$ cat src/rtl/scrx_pkg.sv
package scrx_pkg;

  typedef struct packed {
    logic [7:0] data;
    logic       par_err;
  } rx_char_t;

  // sample point inside a bit: half the bit length
  function automatic logic [15:0] half_of(input logic [15:0] bit_len);
    return bit_len >> 1;
  endfunction

  // even parity: data bits plus parity bit carry an even number of ones
  function automatic logic par_good(input logic [7:0] d, input logic p);
    return ~(^{d, p});
  endfunction

endpackage

$ cat src/rtl/scrx_sampler.sv
module scrx_sampler
  import scrx_pkg::*;
#(
  parameter int DIV_W = 8
) (
  input  logic             clk,
  input  logic             rst_n,
  input  logic             en_i,
  input  logic             rx_i,
  input  logic [DIV_W-1:0] div_i,
  output logic             det_o,
  output logic             done_o,
  output rx_char_t         char_o
);
  localparam int BITS = 10;
  localparam int BN_W = $clog2(BITS);

  logic             act_q;
  logic [DIV_W-1:0] ph_q;
  logic [BN_W-1:0]  bit_q;
  logic [8:0]       sh_q;
  logic             smp_w;

  assign det_o  = en_i && !act_q && !rx_i;
  assign smp_w  = act_q && (16'(ph_q) == half_of(16'(div_i)));
  assign done_o = smp_w && (bit_q == BN_W'(BITS - 1));
  assign char_o.data    = sh_q[8:1];
  assign char_o.par_err = !par_good(sh_q[8:1], rx_i);

  always_ff @(posedge clk or negedge rst_n) begin
    if (!rst_n) begin
      act_q <= 1'b0;
      ph_q  <= '0;
      bit_q <= '0;
      sh_q  <= '0;
    end else if (!en_i) begin
      act_q <= 1'b0;
    end else if (det_o) begin
      act_q <= 1'b1;
      ph_q  <= DIV_W'(1);
      bit_q <= '0;
    end else if (act_q) begin
      ph_q <= (ph_q == div_i - 1'b1) ? '0 : ph_q + 1'b1;
      if (smp_w) begin
        if (bit_q == '0 && rx_i) begin
          act_q <= 1'b0;
        end else begin
          if (bit_q != '0) sh_q <= {rx_i, sh_q[8:1]};
          bit_q <= bit_q + 1'b1;
          if (bit_q == BN_W'(BITS - 1)) act_q <= 1'b0;
        end
      end
    end
  end


  start_abort_chk: assert property (@(posedge clk) disable iff (!rst_n)
    (en_i && smp_w && bit_q == '0 && rx_i) |=> !act_q);


  done_idle_chk: assert property (@(posedge clk) disable iff (!rst_n)
    done_o |=> !act_q);

endmodule

$ cat src/rtl/scrx_wait_tmr.sv
module scrx_wait_tmr #(
  parameter int WT_W = 16
) (
  input  logic            clk,
  input  logic            rst_n,
  input  logic            en_i,
  input  logic            det_i,
  input  logic [WT_W-1:0] lim_i,
  output logic            wt_set_o
);
  logic [WT_W-1:0] cnt_q;
  logic            arm_q;

  assign wt_set_o = en_i && arm_q && (cnt_q == lim_i);

  always_ff @(posedge clk or negedge rst_n) begin
    if (!rst_n) begin
      cnt_q <= '0;
      arm_q <= 1'b0;
    end else if (!en_i) begin
      cnt_q <= '0;
      arm_q <= 1'b0;
    end else if (det_i) begin
      cnt_q <= '0;
      arm_q <= 1'b1;
    end else if (arm_q) begin
      if (cnt_q == lim_i) arm_q <= 1'b0;
      else                cnt_q <= cnt_q + 1'b1;
    end
  end


  wt_once_chk: assert property (@(posedge clk) disable iff (!rst_n)
    (wt_set_o && !det_i) |=> !wt_set_o);

endmodule

$ cat src/rtl/scrx_flags.sv
module scrx_flags
  import scrx_pkg::*;
(
  input  logic     clk,
  input  logic     rst_n,
  input  logic     done_i,
  input  rx_char_t char_i,
  input  logic     t0_i,
  input  logic     rd_i,
  input  logic     dma_ack_i,
  input  logic     err_sig_i,
  input  logic     wt_set_i,
  input  logic     clr_per_i,
  input  logic     clr_ovr_i,
  input  logic     clr_wt_i,
  input  logic     clr_ers_i,
  output logic [7:0] data_o,
  output logic     rdf_o,
  output logic     per_o,
  output logic     ovr_o,
  output logic     wt_o,
  output logic     ers_o,
  output logic     retx_o
);
  logic rdf_eff_w, t0_bad_w, deliver_w, load_w, ovr_hit_w;

  assign rdf_eff_w = rdf_o && !(rd_i || dma_ack_i);
  assign t0_bad_w  = done_i && t0_i && char_i.par_err;
  assign deliver_w = done_i && !t0_bad_w;
  assign load_w    = deliver_w && !rdf_eff_w;
  assign ovr_hit_w = deliver_w && rdf_eff_w;

  always_ff @(posedge clk or negedge rst_n) begin
    if (!rst_n) begin
      data_o <= '0;
      rdf_o  <= 1'b0;
      per_o  <= 1'b0;
      ovr_o  <= 1'b0;
      wt_o   <= 1'b0;
      ers_o  <= 1'b0;
      retx_o <= 1'b0;
    end else begin
      if (load_w) data_o <= char_i.data;
      rdf_o  <= rdf_eff_w || load_w;
      per_o  <= (per_o && !clr_per_i) || (done_i && char_i.par_err);
      ovr_o  <= (ovr_o && !clr_ovr_i) || ovr_hit_w;
      wt_o   <= (wt_o && !clr_wt_i) || wt_set_i;
      ers_o  <= (ers_o && !clr_ers_i) || err_sig_i;
      retx_o <= t0_bad_w;
    end
  end


  t0_no_rdf_chk: assert property (@(posedge clk) disable iff (!rst_n)
    (t0_bad_w && !rdf_o) |=> !rdf_o);


  ovr_keep_chk: assert property (@(posedge clk) disable iff (!rst_n)
    ovr_hit_w |=> (ovr_o && $stable(data_o) && rdf_o));


  per_sticky_chk: assert property (@(posedge clk) disable iff (!rst_n)
    (per_o && !clr_per_i) |=> per_o);


  retx_pulse_chk: assert property (@(posedge clk) disable iff (!rst_n)
    retx_o |=> !retx_o);


  rdf_rise_chk: assert property (@(posedge clk) disable iff (!rst_n)
    $rose(rdf_o) |-> $past(done_i));

endmodule

$ cat src/rtl/scrx_req_ctrl.sv
module scrx_req_ctrl
  import scrx_pkg::*;
#(
  parameter int DIV_W = 8,
  parameter int WT_W  = 16
) (
  input  logic             clk,
  input  logic             rst_n,
  input  logic             en_i,
  input  logic             rx_i,
  input  logic             t0_i,
  input  logic [DIV_W-1:0] div_i,
  input  logic [WT_W-1:0]  wait_lim_i,
  input  logic             rie_i,
  input  logic             err_only_i,
  input  logic             err_sig_i,
  input  logic             rd_i,
  input  logic             dma_ack_i,
  input  logic             clr_per_i,
  input  logic             clr_ovr_i,
  input  logic             clr_wt_i,
  input  logic             clr_ers_i,
  output logic [7:0]       data_o,
  output logic             rdf_o,
  output logic             per_o,
  output logic             ovr_o,
  output logic             wt_o,
  output logic             ers_o,
  output logic             dma_req_o,
  output logic             rx_irq_o,
  output logic             err_irq_o,
  output logic             retx_o
);
  logic     det_w, done_w, wt_set_w;
  rx_char_t char_w;

  scrx_sampler #(.DIV_W(DIV_W)) u_smp (
    .clk(clk), .rst_n(rst_n), .en_i(en_i), .rx_i(rx_i), .div_i(div_i),
    .det_o(det_w), .done_o(done_w), .char_o(char_w)
  );

  scrx_wait_tmr #(.WT_W(WT_W)) u_wt (
    .clk(clk), .rst_n(rst_n), .en_i(en_i), .det_i(det_w),
    .lim_i(wait_lim_i), .wt_set_o(wt_set_w)
  );

  scrx_flags u_flg (
    .clk(clk), .rst_n(rst_n), .done_i(done_w), .char_i(char_w), .t0_i(t0_i),
    .rd_i(rd_i), .dma_ack_i(dma_ack_i), .err_sig_i(err_sig_i),
    .wt_set_i(wt_set_w), .clr_per_i(clr_per_i), .clr_ovr_i(clr_ovr_i),
    .clr_wt_i(clr_wt_i), .clr_ers_i(clr_ers_i), .data_o(data_o),
    .rdf_o(rdf_o), .per_o(per_o), .ovr_o(ovr_o), .wt_o(wt_o),
    .ers_o(ers_o), .retx_o(retx_o)
  );

  assign dma_req_o = rdf_o;
  assign rx_irq_o  = rie_i && !err_only_i && rdf_o;
  assign err_irq_o = rie_i && (per_o || ovr_o || wt_o || ers_o);


  retx_cause_chk: assert property (@(posedge clk) disable iff (!rst_n)
    retx_o |-> ($past(done_w) && $past(t0_i) && per_o));


  ers_set_chk: assert property (@(posedge clk) disable iff (!rst_n)
    err_sig_i |=> ers_o);


  err_irq_gate_chk: assert property (@(posedge clk) disable iff (!rst_n)
    err_irq_o |-> rie_i);

endmodule

$ cat config.mk
export PLATFORM = sky130hd
export DESIGN_NAME = scrx_req_ctrl
export DESIGN_NICKNAME = d
export VERILOG_FILES = /design/src/rtl/scrx_pkg.sv /design/src/rtl/scrx_sampler.sv /design/src/rtl/scrx_wait_tmr.sv /design/src/rtl/scrx_flags.sv /design/src/rtl/scrx_req_ctrl.sv
export SDC_FILE = /design/constraint.sdc
export NUM_CORES = 1
export LEC_CHECK = 0
export BUFFER_PORTS_ARGS = -buffer_cell sky130_fd_sc_hd__buf_2
export CAP_MARGIN = 10
export CORE_MARGIN = 2
export CORE_UTILIZATION = 55
export CTS_BUF_LIST = sky130_fd_sc_hd__clkbuf_16
export CTS_CLUSTER_SIZE = 20
export DETAILED_ROUTE_END_ITERATION = 16
export PLACE_DENSITY = 0.82
export SETUP_SLACK_MARGIN = 0.3
export SYNTH_ARGS = -nofsm -noshare
export SYNTH_HDL_FRONTEND = slang
export SYNTH_SLANG_ARGS = --single-unit
export TNS_END_PERCENT = 20
$ cat constraint.sdc
create_clock -name clk -period 2.5 [get_ports clk]
set_input_delay 0.25 -clock clk [delete_from_list [all_inputs] [get_ports clk]]
set_output_delay 0.25 -clock clk [all_outputs]
set_load 0.01 [all_outputs]
; Word-level counts from Yosys, hierarchy flattened
; Cells that the tools add are included.
[classes]
n_addsub = 4
eq_ne = 7
muxes = 21
bitwise_logic = 2
n_reduce_logical = 49
[ops]
columns = cell, count
row1 = 16-bit two-way mux, 4
row2 = 8-bit two-way mux, 3
row3 = 1-bit logical AND, 21
row4 = 16-bit by 1-bit adder with 16-bit output (second input constant), 1
row5 = 16-bit == test, 1
row6 = 4-bit two-way mux, 4
row7 = 1-bit logical NOT, 10
row8 = 1-bit two-way mux, 10
row9 = 1-bit logical OR, 9
row10 = 9-bit parity, 1
row11 = 8-bit by 1-bit adder with 8-bit output (second input constant), 1
row12 = 8-bit by 7-bit == test with 1-bit output, 1
row13 = 8-bit == test, 1
row14 = 8-bit by 1-bit subtractor with 8-bit output (second input constant), 1
row15 = 6-bit AND reduction, 1
row16 = 4-bit by 1-bit adder with 4-bit output (second input constant), 1
row17 = 4-bit == test (second input constant), 1
row18 = 4-bit logical NOT, 1
row19 = 2-bit AND reduction, 2
row20 = 4-bit AND reduction, 1
row21 = 2-bit nonzero test, 2
row22 = 4-bit nonzero test, 1
row23 = 3-bit by 1-bit != test with 1-bit output (second input constant), 1
row24 = 3-bit != test (second input constant), 1
row25 = other kinds (2), 3
[totals]
reg_bits = 53
input_bits = 38
output_inout_bits = 17
word_cells = 96

; Longest topological paths before layout
; Gate-level depths: netlist of run 1.
[logic_depth]
ltp_word = 9
depth_mapped = 9
mapped_depth_nobuf = 8

; Hierarchy
; From an unflattened synthesis of run 1, not the netlist that was laid out.
[hier_totals]
hier_cells = 330
hier_area_um2 = 3170.5
[by_module_without_submodules]
columns = mod, instances, cells_per_inst, area_each_um2
row1 = scrx_sampler, 1, 163, 1463.9
row2 = scrx_wait_tmr, 1, 127, 1147.4
row3 = scrx_flags, 1, 37, 531.8
row4 = scrx_req_ctrl, 1, 3, 27.5

; Worst setup path after synthesis of run 1
; Ideal clock, no wire load.
[synth_timing]
path_kind = reg-to-reg
startpoint = register u_smp.ph_q[3]
endpoint = register u_flg.data_o[0]
arrival_time_ps = 2181
t_required_ps = 2375
setup_slack_ps = 194
stages_incl_launch_ff = 7
path_buffers = 0
synth_period_minus_slack_ps = 2306
cell_sequence = dfrtp_1 xor2_1 nor4_1 nand4_1 a2111o_1 a21oi_4 mux2_2
[synth_via]
elab_chain_cells = 8
[synth_lines]
columns = element, line
row1 = start: declaration, scrx_sampler.sv:19  ; logic [DIV_W-1:0] ph_q;
row2 = start signal: assignment, scrx_sampler.sv:43  ; ph_q <= (ph_q == div_i - 1'b1) ? '0 : ph_q + 1'b1;
row3 = 8-bit by 7-bit == test with 1-bit output *, scrx_sampler.sv:25  ; assign smp_w = act_q && (16'(ph_q) == half_of(16'(div_i)));
row4 = 1-bit logical AND *, scrx_sampler.sv:25
row5 = 1-bit logical AND *, scrx_sampler.sv:26  ; assign done_o = smp_w && (bit_q == BN_W'(BITS - 1));
row6 = 1-bit logical AND (2 in a row), scrx_flags.sv:28  ; assign t0_bad_w = done_i && t0_i && char_i.par_err;
row7 = 1-bit logical NOT, scrx_flags.sv:29  ; assign deliver_w = done_i && !t0_bad_w;
row8 = 1-bit logical AND *, scrx_flags.sv:29
row9 = 1-bit logical AND *, scrx_flags.sv:30  ; assign load_w = deliver_w && !rdf_eff_w;
row10 = end signal: assignment, scrx_flags.sv:43  ; if (load_w) data_o <= char_i.data;
row11 = end: declaration, scrx_flags.sv:17  ; output logic [7:0] data_o,
; Mark *: on every way between the ends. The rest lies on a longest branch, timed or not.
; A chain may end at the register's enable or synchronous reset.

; Final worst setup path of run 1
[layout_timing]
startpoint = register u_smp.sh_q[7]
endpoint = register u_flg.data_o[3]
[layout_via]
elab_chain_cells = 5
[layout_lines]
columns = element, line
row1 = start: declaration, scrx_sampler.sv:21  ; logic [8:0] sh_q;
row2 = start signal: assignment, scrx_sampler.sv:48  ; if (bit_q != '0) sh_q <= {rx_i, sh_q[8:1]};
row3 = 9-bit parity, scrx_pkg.sv:15  ; return ~(^{d, p});
row4 = 1-bit logical AND, scrx_flags.sv:28
row5 = 1-bit logical NOT, scrx_flags.sv:29
row6 = 1-bit logical AND, scrx_flags.sv:29
row7 = 1-bit logical AND, scrx_flags.sv:30
; Every way passes these cells.

==> results of run 1 <==
-- area by class of cell --
type	count	area, sq um	share of cell area (%)
clock inverter	3	46.3	1.26
sequential	52	1300	35.6
timing repair buffer	70	403	11.0
inverter	12	45.0	1.23
multi-input combinational	224	1650	45.1
clock buffer	5	125	3.42
tap	70	87.6	2.39
-- flip-flops by register name, summed over array words and instances, names as in the netlist, 4 cells and up --
signal,cells
u_smp.sh_q,8
u_smp.bit_q,4
u_wt.cnt_q,16
u_smp.ph_q,8
u_flg.data_o,8
-- worst max-delay path: cells and delay by family (launching register included) --
kind	cells	cell delay [ns]
xor gates and xnor gates	3	0.79
AOI/OAI and AO/OA	2	0.60
DFF	1	0.40
muxes	1	0.31
buffers and inverters	1	0.15
-- placed cells by master (no fill, tap or decap), drive strengths merged, types with 2 or more instances in the layout --
cell / instances
o211ai: 2
a21o: 3
nor3b: 3
nand2: 19
nand4: 11
buf: 70
nor2: 22
ha: 6
nor2b: 5
dfrtp: 52
nor4: 7
mux2i: 2
or3: 6
mux2: 17
a22o: 2
xor2: 37
a211oi: 2
clkbuf: 5
and4: 5
inv: 13
o21ai: 9
o21a: 2
and3: 7
o22ai: 2
xnor2: 17
and2: 4
a21oi: 5
nor3: 10
a31o: 2
nand3: 9
-- kinds of logic (layout without fill, tap and decap cells) --
| kind of cell | count (synthesis) | in the layout | synth area share (%) |
|---|---|---|---|
| simple gates | 110 | 110 | 19.5 |
| mux | 19 | 19 | 7.02 |
| buf+inv | 23 | 90 | 3.16 |
| fa+ha+maj | 6 | 6 | 2.49 |
| compound gates | 34 | 34 | 8.15 |
| xor+xnor | 55 | 55 | 16.5 |
| flops | 52 | 52 | 43.2 |
-- metrics by stage --
stage | instances | power, mW | setup slack [ns]
after detailed placement | 420 | 1.28 | 0.00705
after floorplan | 299 | 1.16 | 0.233
after CTS | 433 | 2.08 | 0.136
after global placement | 420 | 1.26 | 0.0864
final | 436 | 2.08 | 0.132
after global routing | 436 | 2.16 | 0.0951
-- repair_timing --
item / CTS / global route
setup buffers: 5 / 3
pin swaps: 4 / 2
gates resized for setup: 9 / 0
endpoints found under the setup margin: 8 / 18
-- report_power, final --
group	internal, mW	switching, mW	leakage, nW
Clock	0.476	0.324	0.0804
Combinational	0.156	0.172	1.01
Sequential	0.879	0.0693	0.712
-- per-layer routing --
| layer | GRT usage [%] | part of all wire [%] | up-vias |
|---|---|---|---|
| met4 | 8.42 | 0.93 | 0 |
| met1 | 29.1 | 44 | 1232 |
| met2 | 41.8 | 52 | 67 |
| li1 | - | - | 1173 |
| met3 | 4.53 | 3.5 | 9 |
| met5 | 0 | 0 | - |
-- how the worst max path moves through the flow --
stage | endpoint | slack (ns) | cells after the start
detailed placement | u_flg.data_o[2]$_DFFE_PN0P_ | 0.007 | 6
floorplan | u_flg.data_o[0]$_DFFE_PN0P_ | 0.23 | 6
finish | u_flg.data_o[3]$_DFFE_PN0P_ | 0.13 | 7
global route | u_flg.data_o[3]$_DFFE_PN0P_ | 0.1 | 7
global placement | u_flg.data_o[1]$_DFFE_PN0P_ | 0.09 | 6
CTS | u_flg.data_o[2]$_DFFE_PN0P_ | 0.14 | 7
==> results.yml, run 1 <==
outcome:
  status: "complete, but fails checks"
  violations: "negative hold slack"
route:
  drt_iter0_markers: 105
  viasPerCell: 5.69
  drt-total-wl_um: 6860
  via_count: 2481
  dr.pass1.iters: 4
  drc_errors: 0
  avgRoutedWirePerCell_um: 15.7
  postRouteAntennaNets: 0
timing:
  slew_violations: 0
  rsz0062_at_grt: "true"
  period_share_pct: 94.7
  max_freq_ghz: 0.422
  hold_violations: 25
  worst_pin_slew_ns: 0.772
  slew_headroom_pct: 48.1
  setup_viol: 0
  period_needed_ns: 2.37
  fin_hold_ws_ns: -0.00968
  tns_ns: 0
  clock_skew_ns: 0.00548
pwr:
  powerDensity_mw_per_mm2: 567
  leakage_nw: 1.80
  peakVddDrop_mv: 0.380
yosys:
  synthFlopType: "dfrtp_1"
  ys_ff_latch: 52
  netlist_top_cells_count: "dfrtp_1 (52), xor2_1 (37), nor2_1 (22)"
  syn_inst: 299
  synth.net_count: 343
  yosysTopAreaCell: "dfrtp_1"
  synth_edf_count: 0
  yosysMostFrequentCell: "dfrtp_1"
  synth-async-reset-ratio_pct: 100
  synth_area_per_cell_sq_um: 10.1
  seq_area_frac_synth_pct: 43.2
  netlist_area_sq_mm: 0.00301
  ys_warn_count: 0
  synth_area_leaders: "dfrtp_1 (43%), xor2_1 (11%), mux2_2 (6.4%), xnor2_1 (4.9%), nor2_1 (2.7%)"
  synth_cell_types: 45
  synth_top_area_share_pct: 43.2
final_layout:
  area_delta_synth_final_pct: 21.6
  nets: 409
  utilization_pct: 70.3
  diodes: 0
  num-fill-cells: 384
  final_cell_area_sq_mm: 0.00366
  drive_gt1_share_pct: 28.1
critical_path:
  r2r-end: "u_flg.data_o[3]$_DFFE_PN0P_"
  r2r_slack_ns: 0.13
  worstReg2RegStart: "u_smp.sh_q[7]$_DFFE_PN0P_"
  worstPathMaxFanout: 8
  crit_path_end_kind: "flop"
  required_ns: 2.68
  rr_worst_depth: 7
  slowest_stage: "xnor3_1"
  crit_start: "u_smp.sh_q[7]$_DFFE_PN0P_"
  critical_path_arrival_ns: 2.55
  slowest_delay_ns: 0.46
  cp-start-kind: "flop"
  worst-setup-path-type: "flop to flop"
  worstPathCellList: "xnor2_1 -> xnor3_1 -> xnor2_2 -> a2111o_1 -> a21oi_4 -> buf_12 -> mux2_4"
floorplanning:
  initial_utilization_pct: 57.8
  ioPinCount: 55
  die_area_sq_mm: 0.00608
  fp-row-count: 26
  core-area_sq_mm: 0.00520
  die_h_um: 78.0
  die_w_um: 78.0
global_routing:
  gr-total-overflow: 0
  antenna_found_initial: 0
  grt_pass1_wl_um: 11400
  globalRouteTotalUtil_pct: 23.8
  grt_pass1_vias: 2446
  grt_max_degree: 31
clock_tree:
  cts.htree.levels: 2
  path_clk_slew_ns: 0.07
  hold_buffers: 0
  clockBufferDepth: 2
  cts_tree: "done"
  root_buffer: "clkbuf_16"
  insertion_delay_ns: 0.30
  cts_buffers: 5
  cts_sinks: 52
min_path:
  hp-class: "input pin to asynchronous set/reset pin"
placement:
  port_buffers: 54
  hpwl_um: 4730
  globalplace.congestion: 0.861
  placed_area_sq_mm: 0.00338
job:
  cap_violations: 0
Note: power is estimated with default switching activity, not from simulation.
==> inputs of run 2 (changes only) <==
Settings changed: CORE_MARGIN 2 to 5.
==> run 2 against run 1 <==
  * The flow now finishes without violations
  * Register-to-register slack gained 0.04 ns
  * Combinational power is 4% lower
  * Non-clock buffer count is 3 lower
  * First-iteration DRC count up 96%
  * Die area rose by 16%
  * Cell count down 0.23%
  * Critical path type unchanged
  * Critical endpoint is now u_flg.data_o[1]$_DFFE_PN0P_
  * Highest routed layer unchanged
==> results.yml, run 2 (synthesized netlist as in run 1, its figures left out) <==
final_layout:
  largest_reg_flops: 16
  regMostFlops: "u_wt.cnt_q"
  final_common_cell: "buf_2"
  final_cell_mix: "buf_2 (54), dfrtp_1 (52), xor2_1 (37)"
  drive_gt1_share_pct: 26.7
  nets: 406
  area_delta_synth_final_pct: 19.0
  diodes: 0
floorplanning:
  die_w_um: 84.0
  ioPinCount: 55
  core-area_sq_mm: 0.00541
  fp-row-count: 27
  initial_utilization_pct: 55.7
  die_area_sq_mm: 0.00705
  die_h_um: 84.0
route:
  wl_met3_um: 339
  viasPerCell: 5.49
  dr.pass1.iters: 4
  drt_iter0_markers: 206
  drt-total-wl_um: 6160
  highest_layer: "met4"
  wl_met2_um: 3030
  postRouteAntennaNets: 0
  avgRoutedWirePerCell_um: 14.2
  via_count: 2387
  m1WireLength_um: 2770
  drc_errors: 0
clock_tree:
  path_clk_slew_ns: 0.07
  cts_sinks: 52
  cts.htree.levels: 2
  root_buffer: "clkbuf_16"
  clockBufferDepth: 2
  cts_buffers: 5
  cts_tree: "done"
  insertion_delay_ns: 0.28
global_routing:
  grt_pass1_vias: 2393
  antenna_found_initial: 0
  grt_pass1_wl_um: 11100
  gr-total-overflow: 0
  grt_max_degree: 30
  globalRouteTotalUtil_pct: 18.7
min_path:
  min-delay-start: "clr_ovr_i"
  hp-class: "input pin to flop"
critical_path:
  critical_path_arrival_ns: 2.50
  worstPathMaxFanout: 8
  worst-setup-path-type: "flop to flop"
  cp-start-kind: "flop"
  crit_start: "u_smp.sh_q[2]$_DFFE_PN0P_"
  required_ns: 2.67
  worstReg2RegStart: "u_smp.sh_q[2]$_DFFE_PN0P_"
  crit_path_end_kind: "flop"
timing:
  tns_ns: 0
  setup_viol: 0
  worst_pin_slew_ns: 0.617
  hold_violations: 0
  max_freq_ghz: 0.429
  clock_skew_ns: 0.00932
  period_share_pct: 93.2
  slew_violations: 0
  slew_headroom_pct: 58.5
  period_needed_ns: 2.33
  rsz0062_at_grt: "true"
pwr:
  power_mw: 1.91
  leakage_nw: 1.78
  powerDensity_mw_per_mm2: 533
  peakVddDrop_mv: 0.291
placement:
  port_buffers: 54
  hpwl_um: 4670
  globalplace.congestion: 0.821
job:
  cap_violations: 0
outcome:
  status: "finished clean"
run 2: changes by cell type in the layout (fill, tap and decap cells not counted), moves of 2 or more:
cell / delta
mux2_2: +8
mux2_4: -8
buf_4: -4
inv_1: +2
run 2: path summary, 6_finish.rpt:
path,endpoint,depth (start not counted),slack (ns)
worst max-delay path,u_flg.data_o[1]$_DFFE_PN0P_,7,0.17
worst min-delay path,u_flg.ovr_o$_DFF_PN0_,2,0.15
worst max register to register,u_flg.data_o[1]$_DFFE_PN0P_,7,0.17
worst min register to register,u_flg.data_o[3]$_DFFE_PN0P_,1,0.50
max in group asynchronous,u_smp.ph_q[4]$_DFFE_PN0P_,3,1.28
min in group asynchronous,u_wt.cnt_q[1]$_DFFE_PN0P_,2,0.47
run 2: repair_timing:
item,in CTS,in global routing
endpoints found under the setup margin,8,18
hold endpoints to repair,23,0
cloned,0,0
buffers inserted,2,4
resized for setup,0,1
pin swaps,1,0
hold buffers,1,0
run 2: area by class of cell:
cell class / instances / area [sq um]
clock inverters: 3 / 16.3
well taps: 72 / 90.1
multi-input cells: 224 / 1620
inverters: 12 / 45.0
clock buffers: 5 / 125
flip-flops and latches: 52 / 1300
fillers: 425 / 1820
repair buffers: 67 / 383
run 2: worst max-delay path: stages (launching register included):
cell	delay, ns
dfrtp_1	0.40
xor2_1	0.16
xnor3_1	0.43
xnor2_1	0.17
a2111o_1	0.43
a21oi_4	0.16
buf_12	0.14
mux2_2	0.33
run 2: per-layer routing:
layer / vias up / global-route usage [%]
li1: 1180 / -
met1: 1143 / 25.3
met2: 62 / 31.0
met3: 2 / 4.24
met4: 0 / 3.65
met5: - / 0
run 2: where the power goes:
part           switching (mW)  total, mW  internal (mW)
Clock                   0.283      0.649          0.366
Sequential             0.0663      0.946          0.880
Combinational           0.164      0.315          0.151
run 2: per-stage QoR:
step,setup slack [ns],std cells,hold slack (ns),area [sq um],utilization (%)
final,0.169,435,0.147,3580,66.3
after floorplan,0.233,299,-0.0456,3010,-
after global routing,0.113,435,0.135,3580,66.3
after detailed placement,0.0604,420,0.265,3370,62.3
after CTS,0.161,431,0.142,3540,65.6
after global placement,0.100,420,0.262,3370,62.3
